==> src/rtl/seg_chk_pkg.sv <==
// Package: shared widths, descriptor field positions, access and fault codes
// for the segment descriptor access checker.
// Assumes the descriptor uses the conventional 64-bit protected-mode layout.
package seg_chk_pkg;

    localparam int DESC_W     = 64;
    localparam int OFF_W      = 32;
    localparam int LIM_W      = 20;
    localparam int GRAN_SHIFT = OFF_W - LIM_W;
    localparam int PRIV_W     = 2;
    localparam int TYPE_W     = 4;
    localparam int FAULT_W    = 3;

    // field positions inside the descriptor
    localparam int LIM_LO_LSB  = 0;
    localparam int LIM_LO_W    = 16;
    localparam int BASE_LO_LSB = 16;
    localparam int BASE_LO_W   = 24;
    localparam int TYPE_LSB    = 40;
    localparam int ACC_BIT     = 40;
    localparam int RW_BIT      = 41;
    localparam int CODE_BIT    = 43;
    localparam int SEG_BIT     = 44;
    localparam int DPL_LSB     = 45;
    localparam int PRES_BIT    = 47;
    localparam int LIM_HI_LSB  = 48;
    localparam int LIM_HI_W    = LIM_W - LIM_LO_W;
    localparam int AVL_BIT     = 52;
    localparam int RSV_BIT     = 53;
    localparam int GRAN_BIT    = 55;
    localparam int BASE_HI_LSB = 56;
    localparam int BASE_HI_W   = OFF_W - BASE_LO_W;

    typedef enum logic [1:0] {
        ACC_READ  = 2'd0,
        ACC_WRITE = 2'd1,
        ACC_EXEC  = 2'd2,
        ACC_BAD   = 2'd3
    } access_kind_e;

    typedef enum logic [FAULT_W-1:0] {
        FLT_NONE     = 3'd0,
        FLT_ABSENT   = 3'd1,
        FLT_TYPE     = 3'd2,
        FLT_PRIV     = 3'd3,
        FLT_LIMIT    = 3'd4
    } fault_e;

    typedef struct packed {
        logic [OFF_W-1:0]  base;
        logic [LIM_W-1:0]  limit;
        logic [TYPE_W-1:0] seg_type;
        logic              code_or_data;
        logic [PRIV_W-1:0] dpl;
        logic              present;
        logic              gran;
        logic              soft_bit;
        logic              rsvd;
    } desc_fields_t;

endpackage

==> src/rtl/seg_rule_check.sv <==
// Module: seg_rule_check
// Applies presence, type, privilege and bounds rules to one access and
// returns the first failing rule in fixed rank order.
// Assumes expand-down data and system descriptors are not supported.
module seg_rule_check
    import seg_chk_pkg::*;
(
    input  desc_fields_t       fields,
    input  logic [OFF_W-1:0]   eff_limit,
    input  logic [OFF_W-1:0]   offset,
    input  access_kind_e       kind,
    input  logic [PRIV_W-1:0]  cpl,
    output fault_e             fault
);

    logic is_code;
    logic rw_ok;
    logic type_bad;
    logic priv_bad;
    logic limit_bad;

    // decide whether the segment type allows this kind of access
    always_comb begin
        is_code  = fields.seg_type[CODE_BIT - TYPE_LSB];
        rw_ok    = fields.seg_type[RW_BIT - TYPE_LSB];
        type_bad = !fields.code_or_data || fields.rsvd;
        unique case (kind)
            ACC_READ:  if (is_code && !rw_ok) type_bad = 1'b1;
            ACC_WRITE: if (is_code || !rw_ok) type_bad = 1'b1;
            ACC_EXEC:  if (!is_code)          type_bad = 1'b1;
            default:   type_bad = 1'b1;
        endcase
    end

    // privilege and bounds tests
    always_comb begin
        priv_bad  = cpl > fields.dpl;
        limit_bad = offset > eff_limit;
    end

    // rank the failures: absent, type, privilege, limit
    always_comb begin
        if (!fields.present) begin
            fault = FLT_ABSENT;
        end else if (type_bad) begin
            fault = FLT_TYPE;
        end else if (priv_bad) begin
            fault = FLT_PRIV;
        end else if (limit_bad) begin
            fault = FLT_LIMIT;
        end else begin
            fault = FLT_NONE;
        end
    end

endmodule

==> config.mk <==
export PLATFORM = sky130hd
export DESIGN_NAME = seg_rule_check
export DESIGN_NICKNAME = d
export VERILOG_FILES = /design/src/rtl/seg_chk_pkg.sv /design/src/rtl/seg_rule_check.sv
export SDC_FILE = /design/constraint.sdc
export NUM_CORES = 1
export LEC_CHECK = 0
export BUFFER_PORTS_ARGS = -buffer_cell sky130_fd_sc_hd__buf_2
export CAP_MARGIN = 20
export CORE_MARGIN = 2
export CORE_UTILIZATION = 32
export DETAILED_ROUTE_END_ITERATION = 6
export PLACE_DENSITY_LB_ADDON = 0.2
export SLEW_MARGIN = 20
export SYNTH_ARGS = -nofsm -noshare
export SYNTH_HDL_FRONTEND = slang
export SYNTH_SLANG_ARGS = --single-unit
==> constraint.sdc <==
create_clock -name vclk -period 2.43
set_input_delay 0.3645 -clock vclk [all_inputs]
set_output_delay 0.3645 -clock vclk [all_outputs]
set_load 0.03 [all_outputs]
After elaboration in Yosys (flattened, before gate mapping):

Cells that the tools add are included.

* magnitude comparators: 2
* eq/ne operators: 2
* mux-type cells: 8
* reduce and logical (&&, ||, !) cells: 6

Operators with widths (count)
* greater-than comparator 32 bit: 1
* two-way mux 3 bit: 4
* two-way mux 1 bit: 3
* one-hot mux 1 bit (3 select lines): 1
* equality test 2 x 1 -> 1 bit, second input constant: 1
* equality test 2 bit, second input constant: 1
* greater-than comparator 2 bit: 1
* logical NOT 1 bit: 2
* logical NOT 2 bit: 1
* logical OR 1 bit: 2
* logical AND 1 bit: 1

* register bits after elaboration: 0
* input port bits: 131
* output and inout bits: 3

Depth between registers and ports, before layout:

* depth in word-level cells: 6
* depth in mapped cells: 7
* mapped depth without buffers: 7

Worst setup path before layout:

Ideal clock, no wire load.

* kind: input -> output
* start: input port eff_limit[14]
* end: output port fault[2]
* arrival: 1775 ps
* slack: 290 ps
* cell stages on the path: 7
* path buffers: 0
* cell sequence: inv_1 -> ha_1 -> and4_2 -> nand2_1 -> a21oi_1 -> o41a_1 -> o31a_1

* cells in the longest elaborated chain, start to end: 5

Ends and longest elaborated chain
* start: declaration: RTL line seg_rule_check.sv:9 `input logic [OFF_W-1:0] eff_limit,`
* greater-than comparator 32 bit: RTL line seg_rule_check.sv:38 `limit_bad = offset > eff_limit;`
* two-way mux 3 bit: RTL line seg_rule_check.sv:49 `end else if (limit_bad) begin`
* two-way mux 3 bit: RTL line seg_rule_check.sv:47 `end else if (priv_bad) begin`
* two-way mux 3 bit: RTL line seg_rule_check.sv:45 `end else if (type_bad) begin`
* two-way mux 3 bit: RTL line seg_rule_check.sv:43 `if (!fields.present) begin`
* end: declaration: RTL line seg_rule_check.sv:13 `output fault_e fault`

Every way passes these cells.

Final worst setup path:

* start: input port offset[13]
* end: output port fault[2]

* cells in the longest elaborated chain, start to end: 5

Ends and longest elaborated chain
* start: declaration: RTL line seg_rule_check.sv:10 `input logic [OFF_W-1:0] offset,`
* greater-than comparator 32 bit: RTL line seg_rule_check.sv:38
* two-way mux 3 bit: RTL line seg_rule_check.sv:49
* two-way mux 3 bit: RTL line seg_rule_check.sv:47
* two-way mux 3 bit: RTL line seg_rule_check.sv:45
* two-way mux 3 bit: RTL line seg_rule_check.sv:43

Every way passes these cells.

==> summary.txt <==
Run status
  – Status: finished, final reports clean

GRT
  – Vias in the first global route: 1040
  – Grt ovf: 0
  – Global-route wire length before repair: 3746 um
  – Tot GR Track Use: 13.17%
  – Initial antenna violation count: 0
  – Largest net degree at the start of global routing: 5

Logic synthesis
  – Syn Inst Count: 129
  – Mapped cell area: 918.4 um2
  – Syn Area/Cell: 7.119 um2
  – Mapped Nets: 294
  – Post-synthesis cell type count: 25
  – Ys Warns: 0
  – Post-synthesis sequential area ratio: 0%

Power and ir drop
  – Max VDD drop: 0.08171 mV
  – Total power: 0.1908 mW
  – Leak pwr: 0.8673 nW
  – Pwr dens: 139.0 nW/um2

Floorplan
  – Full die area: 3314 um2
  – Area of the core: 2734 um2
  – Die height: 57.57 um
  – I/O Pins: 134
  – Rows: 19
  – Initial Util: 33.59%
  – Die Wd: 57.57 um

Critical path
  – Worst Path Arrival: 1.94 ns
  – Req. time, crit path: 2.07 ns
  – Worst setup EP type: output port
  – Startpoint types: input pin
  – Worst path most repeated cell: buf_2
  – Largest fanout on the critical path: 3
  – Worst path slowest cell: o41a_1
  – Crit-path max cell delay: 0.40 ns
  – Crit path kind: input pin to output port
  – CP cell instances: buf_2, ha_1, and4_2, nand2_2, a21oi_1, o41a_1, o31a_1, buf_2

Detailed routing
  – Drt drc: 0
  – Via count: 1098
  – Post-DR wirelength/cell: 9.000 um
  – M1 wire length: 1033 um
  – Iteration-0 DRC Markers: 20
  – Highest Signal Layer: met3
  – Met3 wire length: 236 um
  – First drt pass iteration count: 4
  – Wire length on met2: 873 um
  – Drt via density: 4.613
  – Detailed Route WL: 2142 um
  – DRT antenna net count: 0

Placed design
  – Placed Cells: 238
  – Routability-driven placement congestion ratio: 0.7391
  – Pre-CTS WS: 0.04901 ns
  – HPWL reported at the end of detailed placement: 2075 um
  – I/O Buffers: 78

Worst hold path
  – Hold/Removal Path Class: input pin to output port

Final layout
  – Layout Cells excl Fill: 238
  – Ant. Diodes: 0
  – Filler Cells Inserted: 296
  – Seq_cells: 0
  – Clock buffer count in the final layout: 0
  – Commonest non-fill, non-tap cell in the layout: buf_2
  – Synthesis-to-layout area growth: 49.46%
  – Nets@finish: 374
  – Share of layout cells above drive strength 1: 40.58%
  – Register area: 0 um2
  – Commonest cells after routing, fill and taps aside: buf_2 (78), inv_1 (35), ha_1 (33), a21oi_1 (12)

Timing
  – Post-layout minimum cycle time: 2.309 ns
  – Fin worst setup slack: 0.1206 ns
  – Slew headroom: 74.65%
  – RSZ-0062 raised after global routing: false
  – Slew @ Worst Pin: 0.3795 ns
  – Total negative slack: 0 ns
  – Fmax: 433.0 MHz
  – Final hold violations: 0
  – Final Max Slew Viols: 0
  – Setup violators final: 0
  – Final worst-path cycle share: 95.04%

Run
  – Max Cap Violations: 0
worst max-delay path, delay by kind of cell:
kind / cells / cell delay [ns]
fa+ha+maj: 1 / 0.30
simple gates: 2 / 0.33
compound gates: 3 / 0.68
buf+inv: 2 / 0.28
per-stage QoR:
step / util, % / instance area, um2 / hold WS, ns
6_report: 50.21 / 1373 / 1.065
5_1_grt: 50.21 / 1373 / 1.102
4_1_cts: 49.29 / 1348 / 1.063
3_5_place_dp: 49.29 / 1348 / 1.064
3_3_place_gp: 49.29 / 1348 / 1.065
2_1_floorplan: - / 918.4 / 0.9724
where the power goes:
part           switching [mW]  internal (mW)
Sequential                  0              0
Combinational          0.0882          0.103
Clock                       0              0
Total                  0.0882          0.103
layer usage:
layer / track usage, % / vias up
li1: - / 610
met1: 19.32 / 438
met2: 21.92 / 50
met3: 1.587 / 0
met4: 0 / 0
met5: 0 / -
cells by family after synthesis:
logic type / after synthesis / synth area share, %
buffers and inverters: 35 / 14.31
AND/OR/NAND/NOR: 31 / 18.67
adder cells (fa/ha/maj): 34 / 46.32
AO/OA/AOI/OAI: 29 / 20.71
cells in the mapped netlist, drive strengths merged:
cell type	instances	area, um2
nor3b	1	7.510
and4	2	18.77
o21ai	4	20.02
nor3	1	5.000
ha	34	425.4
a221oi	1	8.760
inv	35	131.4
nand3	5	25.02
o31a	1	8.760
a21oi	13	65.06
nor2	2	7.510
nand2b	2	12.51
a21o	3	22.52
o41ai	1	8.760
nand2	7	26.28
a2111oi	1	15.01
nor2b	3	18.77
nor4	1	6.260
and2	1	6.260
a21boi	1	7.510
o211ai	1	7.510
nand4	6	37.54
o41a	1	11.26
a211oi	2	15.01
worst paths after layout:
kind | endpoint | from | slack, ns | cells past startpoint
max | fault[2] | offset[13] | 0.12 | 8
min | fault[0] | fields[3] | 1.07 | 3
final cells by class:
class,count,area [um2],area share [%]
inverter,35,131.4,9.572
timing repair buffer,78,390.4,28.44
multi-input combinational,94,812.0,59.16
tap,31,38.79,2.826
timing repair:
action / 4_1_cts / 5_1_grt
endpoints found under the hold margin: 0 / 0
endpoints found under the setup margin: 0 / 1
gates resized for setup: 0 / 4
hold buffers: 0 / 0
setup buffers: 0 / 0
(Power assumes the default switching activity.)
